### config.mk
export PLATFORM = sky130hd
export DESIGN_NAME = gpio_mux_port
export DESIGN_NICKNAME = d
export VERILOG_FILES = /design/src/rtl/gpio_mux_pkg.sv /design/src/rtl/gpio_pin_sync.sv /design/src/rtl/gpio_port_regs.sv /design/src/rtl/gpio_owner_mux.sv /design/src/rtl/gpio_mux_port.sv
export SDC_FILE = /design/constraint.sdc
export NUM_CORES = 1
export LEC_CHECK = 0
export ABC_AREA = 0
export ABC_CLOCK_PERIOD_IN_PS = 1400
export BUFFER_PORTS_ARGS = -buffer_cell sky130_fd_sc_hd__buf_2
export CORE_ASPECT_RATIO = 1.1
export CORE_MARGIN = 1
export CORE_UTILIZATION = 45
export DETAILED_ROUTE_END_ITERATION = 10
export HOLD_SLACK_MARGIN = 0.12
export PLACE_DENSITY = 0.8
export SLEW_MARGIN = 25
export SYNTH_ARGS = -nofsm -noshare
export SYNTH_HDL_FRONTEND = slang
export SYNTH_SLANG_ARGS = --single-unit
### constraint.sdc
create_clock -name clk -period 1.4 [get_ports clk]
set_clock_uncertainty 0.1 [all_clocks]
set_input_delay 0.28 -clock clk [delete_from_list [all_inputs] [get_ports clk]]
set_output_delay 0.28 -clock clk [all_outputs]
set_load 0.01 [all_outputs]
### src/rtl/gpio_mux_pkg.sv
// Shared types for the arbitrated GPIO port.
// Assumes a two-bit register address space.
package gpio_mux_pkg;
    typedef enum logic [1:0] {
        OWN_REG = 2'd0,
        OWN_PP  = 2'd1,
        OWN_BUS = 2'd2
    } owner_e;

    localparam int unsigned ADDR_W = 2;
    localparam logic [ADDR_W-1:0] ADDR_PORT = 2'd0;
    localparam logic [ADDR_W-1:0] ADDR_LAT  = 2'd1;
    localparam logic [ADDR_W-1:0] ADDR_DIR  = 2'd2;
    localparam logic [ADDR_W-1:0] ADDR_CTL  = 2'd3;
endpackage

### src/rtl/gpio_pin_sync.sv
// Multi-stage synchronizer for the pad input levels.
// Assumes STAGES >= 2. All stages clear on reset.
module gpio_pin_sync #(
    parameter int unsigned WIDTH  = 8,
    parameter int unsigned STAGES = 2
) (
    input  logic             clk,
    input  logic             rst_n,
    input  logic [WIDTH-1:0] pad_in,
    output logic [WIDTH-1:0] pin_sync
);
    logic [WIDTH-1:0] stage_q [STAGES];

    // First stage samples the asynchronous pads.
    always_ff @(posedge clk) begin
        if (!rst_n) stage_q[0] <= '0;
        else        stage_q[0] <= pad_in;
    end

    for (genvar k = 1; k < STAGES; k++) begin : g_stage
        // Each further stage retimes the stage before it.
        always_ff @(posedge clk) begin
            if (!rst_n) stage_q[k] <= '0;
            else        stage_q[k] <= stage_q[k-1];
        end
    end

    assign pin_sync = stage_q[STAGES-1];
endmodule

### src/rtl/gpio_port_regs.sv
// Software-visible registers: latch, direction and pull-up enable.
// Writes land at the rising edge. The read mux is combinational.
// Assumes the address map in gpio_mux_pkg.
module gpio_port_regs
    import gpio_mux_pkg::*;
#(
    parameter int unsigned WIDTH = 8
) (
    input  logic              clk,
    input  logic              rst_n,
    input  logic [ADDR_W-1:0] reg_addr,
    input  logic              reg_we,
    input  logic [WIDTH-1:0]  reg_wdata,
    input  logic [WIDTH-1:0]  pin_sync,
    output logic [WIDTH-1:0]  latch_q,
    output logic [WIDTH-1:0]  dir_q,
    output logic              pu_en_q,
    output logic [WIDTH-1:0]  reg_rdata
);
    logic wr_latch;
    assign wr_latch = reg_we && (reg_addr == ADDR_PORT || reg_addr == ADDR_LAT);

    // Output latch, loaded through either data address.
    always_ff @(posedge clk) begin
        if (!rst_n)        latch_q <= '0;
        else if (wr_latch) latch_q <= reg_wdata;
    end

    // Direction mask: ones are inputs, and every pin is an input after reset.
    always_ff @(posedge clk) begin
        if (!rst_n)                             dir_q <= '1;
        else if (reg_we && reg_addr == ADDR_DIR) dir_q <= reg_wdata;
    end

    // Global pull-up enable, off after reset.
    always_ff @(posedge clk) begin
        if (!rst_n)                             pu_en_q <= 1'b0;
        else if (reg_we && reg_addr == ADDR_CTL) pu_en_q <= reg_wdata[0];
    end

    // Read-back multiplexer.
    always_comb begin
        unique case (reg_addr)
            ADDR_PORT: reg_rdata = pin_sync;
            ADDR_LAT:  reg_rdata = latch_q;
            ADDR_DIR:  reg_rdata = dir_q;
            default:   reg_rdata = {{(WIDTH-1){1'b0}}, pu_en_q};
        endcase
    end
endmodule

### src/rtl/gpio_owner_mux.sv
// Pin ownership arbiter and per-pin pad drive.
// Priority is external bus, then parallel port, then registers.
// Pull-up requests are gated by the drive actually applied to each pad.
module gpio_owner_mux
    import gpio_mux_pkg::*;
#(
    parameter int unsigned WIDTH = 8
) (
    input  logic             xbus_en,
    input  logic [WIDTH-1:0] xbus_out,
    input  logic             xbus_oe,
    input  logic             pp_en,
    input  logic [WIDTH-1:0] pp_out,
    input  logic             pp_oe,
    input  logic [WIDTH-1:0] latch_q,
    input  logic [WIDTH-1:0] dir_q,
    input  logic             pu_en_q,
    output logic [WIDTH-1:0] pad_out,
    output logic [WIDTH-1:0] pad_oe,
    output logic [WIDTH-1:0] pad_pu
);
    owner_e owner;

    // Select the owner by fixed priority.
    always_comb begin
        if (xbus_en)    owner = OWN_BUS;
        else if (pp_en) owner = OWN_PP;
        else            owner = OWN_REG;
    end

    for (genvar i = 0; i < WIDTH; i++) begin : g_pin
        logic oe_w;
        assign oe_w = (owner == OWN_BUS) ? xbus_oe :
                      (owner == OWN_PP)  ? pp_oe   : ~dir_q[i];
        assign pad_oe[i]  = oe_w;
        assign pad_out[i] = (owner == OWN_BUS) ? xbus_out[i] :
                            (owner == OWN_PP)  ? pp_out[i]   : latch_q[i];
        assign pad_pu[i]  = pu_en_q & ~oe_w;
    end
endmodule

### src/rtl/gpio_mux_port.sv
// Top level of the arbitrated GPIO port.
// Joins the register file, the input synchronizer and the owner mux.
// Assumes rst_n is synchronous to clk.
module gpio_mux_port
    import gpio_mux_pkg::*;
#(
    parameter int unsigned WIDTH       = 8,
    parameter int unsigned SYNC_STAGES = 2
) (
    input  logic              clk,
    input  logic              rst_n,
    input  logic [ADDR_W-1:0] reg_addr,
    input  logic              reg_we,
    input  logic [WIDTH-1:0]  reg_wdata,
    output logic [WIDTH-1:0]  reg_rdata,
    input  logic [WIDTH-1:0]  pad_in,
    output logic [WIDTH-1:0]  pad_out,
    output logic [WIDTH-1:0]  pad_oe,
    output logic [WIDTH-1:0]  pad_pu,
    input  logic              xbus_en,
    input  logic [WIDTH-1:0]  xbus_out,
    input  logic              xbus_oe,
    output logic [WIDTH-1:0]  xbus_in,
    input  logic              pp_en,
    input  logic [WIDTH-1:0]  pp_out,
    input  logic              pp_oe,
    output logic [WIDTH-1:0]  pp_in
);
    logic [WIDTH-1:0] pin_sync;
    logic [WIDTH-1:0] latch_q;
    logic [WIDTH-1:0] dir_q;
    logic             pu_en_q;

    gpio_pin_sync #(.WIDTH(WIDTH), .STAGES(SYNC_STAGES)) u_sync (
        .clk      (clk),
        .rst_n    (rst_n),
        .pad_in   (pad_in),
        .pin_sync (pin_sync)
    );

    gpio_port_regs #(.WIDTH(WIDTH)) u_regs (
        .clk       (clk),
        .rst_n     (rst_n),
        .reg_addr  (reg_addr),
        .reg_we    (reg_we),
        .reg_wdata (reg_wdata),
        .pin_sync  (pin_sync),
        .latch_q   (latch_q),
        .dir_q     (dir_q),
        .pu_en_q   (pu_en_q),
        .reg_rdata (reg_rdata)
    );

    gpio_owner_mux #(.WIDTH(WIDTH)) u_mux (
        .xbus_en  (xbus_en),
        .xbus_out (xbus_out),
        .xbus_oe  (xbus_oe),
        .pp_en    (pp_en),
        .pp_out   (pp_out),
        .pp_oe    (pp_oe),
        .latch_q  (latch_q),
        .dir_q    (dir_q),
        .pu_en_q  (pu_en_q),
        .pad_out  (pad_out),
        .pad_oe   (pad_oe),
        .pad_pu   (pad_pu)
    );

    // The bus samples raw pads on its own strobes. The parallel port gets retimed levels.
    assign xbus_in = pad_in;
    assign pp_in   = pin_sync;
endmodule

---- Word-level counts from Yosys, hierarchy flattened ----
Memory sizes are Yosys's and may differ from the RTL's.
Index checks and enable logic that the tools add are counted.
word-level totals
  flip-flop bits (word level) ............. 17
  bits in latches ......................... 0
  bits in writable memories ............... 16
  ROM bits ................................ 0
  output and inout port bits .............. 48
  logic and storage cells ................. 79
  memories ................................ 1
operators by class
  add/subtract/negate cells ............... 0
  multipliers ............................. 0
  divide/modulo/power cells ............... 0
  order comparisons ....................... 0
  equality and inequality tests ........... 5
  shift operators ......................... 0
  muxes and demuxes ....................... 39
  bitwise operators ....................... 26
  reduce and logical (&&, ||, !) cells .... 5
memories
  name            depth  width  read ports  clocked after Yosys merged registers in  write ports  line                 text
  u_sync.stage_q  2      8      2           0                                        2            gpio_pin_sync.sv:12  logic [WIDTH-1:0] stage_q [STAGES];
operators with widths
  kind                                           count
  2-to-1 mux 1 bit                               35
  case mux 8 bit (3 select lines)                1
  2-to-1 mux 8 bit                               2
  inverter 1 bit                                 16
  AND 1 bit                                      8
  == test 2 bit, second input constant           3
  == test 2 x 1 -> 1 bit, second input constant  2
  logical AND 1 bit                              3
  logical NOT 2 bit                              1
  2-to-1 mux 2 bit                               1
  bitwise OR 1 bit                               2
  logical OR 1 bit                               1

---- Longest topological paths before layout ----
Gate-level depths: netlist (run 1).
  word-level depth ........................ 7
  gate-level depth with buffers ........... 5
  gate-level depth less buffers ........... 3

---- Hierarchy ----
Synthesis (run 1) repeated with hierarchy kept, for this count alone.
second synthesis, totals
  cell total of the unflattened synthesis .. 215
  area total of the unflattened synthesis .. 1884.3 sq um
modules (own cells, without submodules)
  module          times used  cells an instance  area an instance (sq um)
  gpio_port_regs  1           103                864.6
  gpio_owner_mux  1           71                 513.0
  gpio_pin_sync   1           33                 446.7
  gpio_mux_port   1           8                  60.1

---- Least setup slack after synthesis (run 1) ----
No wires, ideal clock.
  path kind ............................... input -> output
  start point ............................. input port xbus_en
  end point ............................... output port pad_oe[2]
  arrival ................................. 974 ps
  required time ........................... 1020 ps
  path slack .............................. 46 ps
  stages .................................. 5
  path buffers ............................ 3
  path through ............................ buf_4 -> nor2b_1 -> buf_2 -> a21oi_1 -> buf_4
on the way
  cells in the longest elaborated chain, start to end .. 4
  elaborated cells on any way between the ends .. 5
  classes of those cells .................. eq/ne: 2; mux: 3
RTL lines
  what                    line                  text
  start, declared         gpio_mux_port.sv:20   input logic xbus_en,
  2-to-1 mux 2 bit (*)    gpio_owner_mux.sv:26  if (xbus_en) owner = OWN_BUS;
  == test 2 x 1 -> 1 bit  gpio_owner_mux.sv:34  (owner == OWN_PP) ? pp_oe : ~dir_q[i];
  2-to-1 mux 1 bit        gpio_owner_mux.sv:34
  2-to-1 mux 1 bit (*)    gpio_owner_mux.sv:33  assign oe_w = (owner == OWN_BUS) ? xbus_oe :
  end, declared           gpio_mux_port.sv:18   output logic [WIDTH-1:0] pad_oe,
Mark *: on every way between the ends. The rest lies on a longest branch, timed or not.

---- Worst setup path in the final report (run 1) ----
  start point ............................. register u_regs.latch_q[0]
  end point ............................... output port reg_rdata[0]
on the way
  cells in the longest elaborated chain, start to end .. 1
RTL lines
  what                             line                  text
  start, declared                  gpio_port_regs.sv:15  output logic [WIDTH-1:0] latch_q,
  start signal, assigned           gpio_port_regs.sv:26  else if (wr_latch) latch_q <= reg_wdata;
  case mux 8 bit (3 select lines)  gpio_port_regs.sv:43  unique case (reg_addr)
  end, declared                    gpio_mux_port.sv:15   output logic [WIDTH-1:0] reg_rdata,
No other way between the ends.

==> impl_metrics.toml, run 1 <==
[clock_tree]
cts_max_level = 2
cts_root_buf = "clkbuf_8"
cts_tree = "done"
clk_latency_ns = 0.29
clk_pin_slew_ns = 0.07
cts_buffers = 5
clk_path_buf_depth = 2
clock_sinks = 33

[cells_and_area]
final_common_cell = "buf_2"
n_antenna_cell = 0
post-route-util_pct = 68.9
layout.nets = 343
drive_gt1_share_pct = 50.2
final_cell_mix = "buf_2 (85), nand2_1 (48), dfxtp_2 (17), and2_1 (16), dfxtp_1 (16)"
area.growth.synth_to_final_pct = 47.1

[critical_path]
worstReg2RegEnd = "u_regs.dir_q[6]"
r2r-start = "u_regs.dir_q[6]"
start_kind = "register"
cp.arrival_ns = 1.22
crit_type = "register to output pin"
r2r_cells = 5
end_kind = "output pin"
path_max_fanout = 3
worst-r2r-setup-slack_ns = 0.38
cp.required_ns = 1.02

[floorplanning]
dieWidth_um = 60.6
dieArea_um2 = 4030
die_h_um = 66.4
floorplan.initialDensity_pct = 46.9
core_area_um2 = 3630
rows = 23
io_pins = 89

[synthesis]
synth_fa_ha_area_share_pct = 0
netlist_instances = 206
synth_top_area_share_pct = 38.9
ys_warn_count = 0
syn_area_per_cell_um2 = 8.25
synthTopCellsByArea = "dfxtp_1 (39%), nand2_1 (11%), mux2i_1 (8.8%), buf_4 (7.5%), and2_1 (5.9%)"
yosysTopAreaCell = "dfxtp_1"
synth-seq-cells = 33
synth_top_family_by_area = "simple AND/OR/NAND/NOR gates"
ys_types = 23
synth_compound_gate_area_share_pct = 12.0
syn-cell-area_um2 = 1700
yosysSeqAreaShare_pct = 38.9
muxShareOfSynthArea_pct = 10.2
synthSimpleGateAreaFrac_pct = 27.8
syn_nets = 247
synth_xor_area_share_pct = 0

[global_route]
grt_overflow = 0
grt_pass1_vias = 1573
antenna_found_initial = 0
gr-usage-met1_pct = 22.0
grt_pass1_wl_um = 6420
top_usage_layer = "met2"
track_usage_pct = 22.1
grt_use_met3_pct = 7.05
grt_max_degree = 21
grtUsageMet2_pct = 39.1

[routing]
drt-initial-drc-count = 39
num_vias = 1694
wl_um = 4240
drtPass1Iterations = 4
route.detailed.drc = 0
wl_per_cell_um = 12.0
ant_nets = 0
viasPerCell = 4.80

[sta]
finalHoldViolCount = 0
worst_slew_pin_slew_ns = 0.317
setup_viol = 24
whs_ns = 0.129
max_slew_margin_pct = 78.8
post-route-period-util_pct = 114
layout_min_cycle_time_ns = 1.60
rsz0062_at_grt = "true"
worst_slack_ns = -0.199
slew_violations = 0
fmax_ghz = 0.625

[min_path]
min_to = "u_regs.dir_q[6]"
hp-class = "primary input to register"
worstHoldStart = "reg_wdata[6]"
hold-path-cell-count = 3

[placement]
portBuffers = 88
place.detailed.hpwl_um = 3120
dpl_worst_slack_ns = -0.220
gp_congestion = 0.839

[power]
p_total_mw = 2.21
leakagePower_nw = 1.23
ir_worst_vdd_uv = 810
power_density_nw_per_um2 = 884

[outcome]
outcome = "finished, violations left"
violations = "setup timing"

[run]
maxCapViolCount = 0
## worst max-delay path, cell delays in order, from the launching register on
cell,delay [ns]
dfxtp_2,0.34
mux4_2,0.46
buf_6,0.14
## cell usage after synthesis (all sizes together)
master  count
nand3      10
and3b       1
and2b       1
mux2i      15
a21oi       9
nand2b      1
a21boi      8
nand3b      1
and2       16
nand2      48
mux4        1
clkbuf      6
dfxtp      33
nor2b      10
o21ai      16
buf        22
or2         8
## kinds of logic (layout without fill, tap and decap cells)
logic type | count (synthesis) | in the layout
flip-flops | 33 | 33
multiplexers | 16 | 16
AO/OA/AOI/OAI | 33 | 33
buffers and inverters | 28 | 125
AND/OR/NAND/NOR | 96 | 96
## worst max-delay path by stage
stage	start	end	slack, ns	cells after the start
finish	u_regs.latch_q[0]	reg_rdata[0]	-0.20	2
global route	u_regs.dir_q[3]	pad_pu[3]	-0.24	4
CTS	u_sync.stage_q[1][0]	reg_rdata[0]	-0.20	2
detailed placement	xbus_en	pad_pu[4]	-0.22	5
global placement	xbus_en	pad_pu[4]	-0.21	5
floorplan	xbus_en	pad_oe[2]	0.05	5
## what timing repair did
action / in CTS / in global routing
hold buffers: 8 / 0
setup endpoints to repair: 32 / 32
setup buffers: 8 / 1
resized for setup: 42 / 19
endpoints found under the hold margin: 8 / 0
pin swaps: 23 / 7
## flip-flops by register name, summed over array words and instances (netlist names)
name / flops
u_regs.pu_en_q: 1
u_regs.dir_q: 8
u_regs.latch_q: 8
u_sync.stage_q: 16
## power breakdown
group | switching, mW | internal [mW] | leakage [nW]
clock network | 0.341 | 0.342 | 0.0439
logic | 0.240 | 0.270 | 0.909
registers | 0.0267 | 0.989 | 0.272
## layer usage
layer	vias up	wire, um
li1	849	-
met3	16	290
met2	71	2150
met1	758	1640
met5	-	0
met4	0	153
## per-stage QoR
stage | cell area [um^2] | setup TNS [ns] | cells
after global routing | 2500 | -3.63 | 353
after floorplan | 1700 | 0 | 206
after global placement | 2120 | -2.70 | 328
after detailed placement | 2120 | -3.11 | 328
final | 2500 | -2.40 | 353
after CTS | 2450 | -2.60 | 352
## area by class of cell
cell class / count / area [um^2]
Fill cell: 307 / 1130
Multi-Input combinational cell: 145 / 906
Timing Repair Buffer: 117 / 763
Sequential cell: 33 / 682
Clock buffer: 5 / 68.8
Tap cell: 50 / 62.6
Clock inverter: 3 / 17.5
Power figures use the tool's default switching activity.
==> inputs of run 2 (changes only) <==
==> constraint.sdc (replaced) <==
create_clock -name clk -period 1.4 [get_ports clk]
set_clock_uncertainty 0.1 [all_clocks]
set_input_delay 0.14 -clock clk [delete_from_list [all_inputs] [get_ports clk]]
set_output_delay 0.14 -clock clk [all_outputs]
set_load 0.01 [all_outputs]
==> impl_metrics.toml, run 2 (synthesized netlist as in run 1, its figures left out) <==
[routing]
viasPerCell = 4.75
wl_per_cell_um = 12.5
wl_um = 4400
drtPass1Iterations = 4
num_vias = 1676
drt-initial-drc-count = 48
route.detailed.drc = 0
ant_nets = 0

[global_route]
track_usage_pct = 22.6
antenna_found_initial = 0
grt_pass1_wl_um = 6630
grt_overflow = 0
grt_pass1_vias = 1574
grt_max_degree = 35

[cells_and_area]
reg_top3 = "u_sync.stage_q: 16 flops, u_regs.dir_q: 8 flops, u_regs.latch_q: 8 flops"
final_common_cell = "buf_2"
num-fill-cells = 300
n_antenna_cell = 0
register_area_um2 = 673
area.growth.synth_to_final_pct = 44.0
final_cell_mix = "buf_2 (87), nand2_1 (48), dfxtp_1 (23), dlygate4sd3_1 (17), and2_1 (16)"
largest_reg_flops = 16
drive_gt1_share_pct = 44.2
top_register = "u_sync.stage_q"
layout.nets = 344
multi_input_area_um2 = 897

[clock_tree]
clk_path_buf_depth = 2
clk_pin_slew_ns = 0.06
cts_tree = "done"
cts_max_level = 2
cts_root_buf = "clkbuf_8"
clk_latency_ns = 0.28
clock_sinks = 33
cts_buffers = 5

[sta]
finalSetupTns_ns = -0.0875
fmax_ghz = 0.690
finalHoldViolCount = 0
rsz0062_at_grt = "true"
slew_violations = 0
max_slew_margin_pct = 65.0
worst_slack_ns = -0.0494
setup_viol = 3
layout_min_cycle_time_ns = 1.45
worst_slew_pin_slew_ns = 0.523
post-route-period-util_pct = 104

[critical_path]
cp.arrival_ns = 1.21
crit_family = "multiplexers"
r2r_cells = 3
end_kind = "output pin"
cp.required_ns = 1.16
crit_slowest_cell = "mux4_2"
worst-r2r-setup-slack_ns = 0.57
cp-endpoint = "reg_rdata[0]"
cp_num_cells = 2
startpoint = "u_regs.latch_q[0]"
crit_chain = "mux4_2, buf_6"
r2r-start = "u_regs.dir_q[2]"
start_kind = "register"
path_max_fanout = 3
cp_slowest_stage_delay_ns = 0.46
cp.buffers_inverters = 1
worstReg2RegEnd = "u_regs.dir_q[2]"
crit_type = "register to output pin"

[outcome]
outcome = "finished, violations left"
violations = "setup timing"

[power]
p_total_mw = 2.21
power_density_nw_per_um2 = 902
leakagePower_nw = 1.20
ir_worst_vdd_uv = 1050

[floorplanning]
dieWidth_um = 60.6
io_pins = 89
rows = 23
floorplan.initialDensity_pct = 46.9
die_h_um = 66.4
core_area_um2 = 3630
dieArea_um2 = 4030

[min_path]
worstHoldStart = "reg_addr[0]"
hp-class = "primary input to register"

[placement]
dpl_worst_slack_ns = 0.0587
gp_congestion = 0.851
portBuffers = 88
place.detailed.hpwl_um = 3060

[run]
maxCapViolCount = 0
-- run 2: cell count changes in the layout (fill, tap and decap cells not counted), moves of 2 or more --
cell           previous run  this run
dfxtp_1                  16        23
buf_6                    10         1
buf_2                    85        87
dlygate4sd3_1             8        17
dfxtp_2                  17        10
clkinv_2                  2         0
o21ai_0                   3        12
buf_4                    10        12
o21ai_1                  13         4
buf_8                     2         0
-- run 2: worst min-delay path by stage --
stage	end	cells past startpoint
CTS	u_regs.pu_en_q	3
detailed placement	u_sync.stage_q[0][3]	2
global route	u_regs.pu_en_q	3
finish	u_regs.pu_en_q	3
floorplan	u_regs.dir_q[0]	2
global placement	u_sync.stage_q[0][3]	2
-- run 2: tightest hold or removal path: cells and delay by family --
kind | cells | cell delay (ns)
AOI/OAI and AO/OA | 1 | 0.08
buffers and inverters | 1 | 0.17
and+or+nand+nor | 1 | 0.10
-- run 2: metal layers --
metal  track usage, %  up-vias  part of all wire (%)
li1                 -      852                     -
met1             22.1      757                    40
met2             42.4       65                    53
met3             8.41        2                   6.5
met4             7.39        0                  0.73
met5                0        -                     0
-- run 2: cell type report --
type / instances / area share [%]
timing repair buffer: 118 / 29.7
tap: 50 / 2.56
clock buffer: 7 / 3.53
sequential: 33 / 27.5
multi-input combinational: 145 / 36.7
-- run 2: repair_timing --
action | in CTS | in global routing
hold buffers | 17 | 0
endpoints found under the hold margin | 25 | 0
endpoints found under the setup margin | 16 | 17
gates resized for setup | 23 | 6
pin swaps | 13 | 7
buffers inserted | 6 | 1
-- run 2: where the power goes --
| group | switching [mW] | internal [mW] |
|---|---|---|
| Sequential | 0.0243 | 0.987 |
| Clock | 0.323 | 0.389 |
| Combinational | 0.236 | 0.247 |
-- run 2: per-stage QoR --
stage                     hold WS, ns  util [%]  instance area (um^2)  std cells
final                           0.167      67.5                  2450        353
after global routing            0.196      67.5                  2450        353
after CTS                       0.156      67.0                  2430        352
after floorplan                 0.164         -                  1700        206
after global placement          0.255      57.1                  2070        322
after detailed placement        0.261      57.1                  2070        322
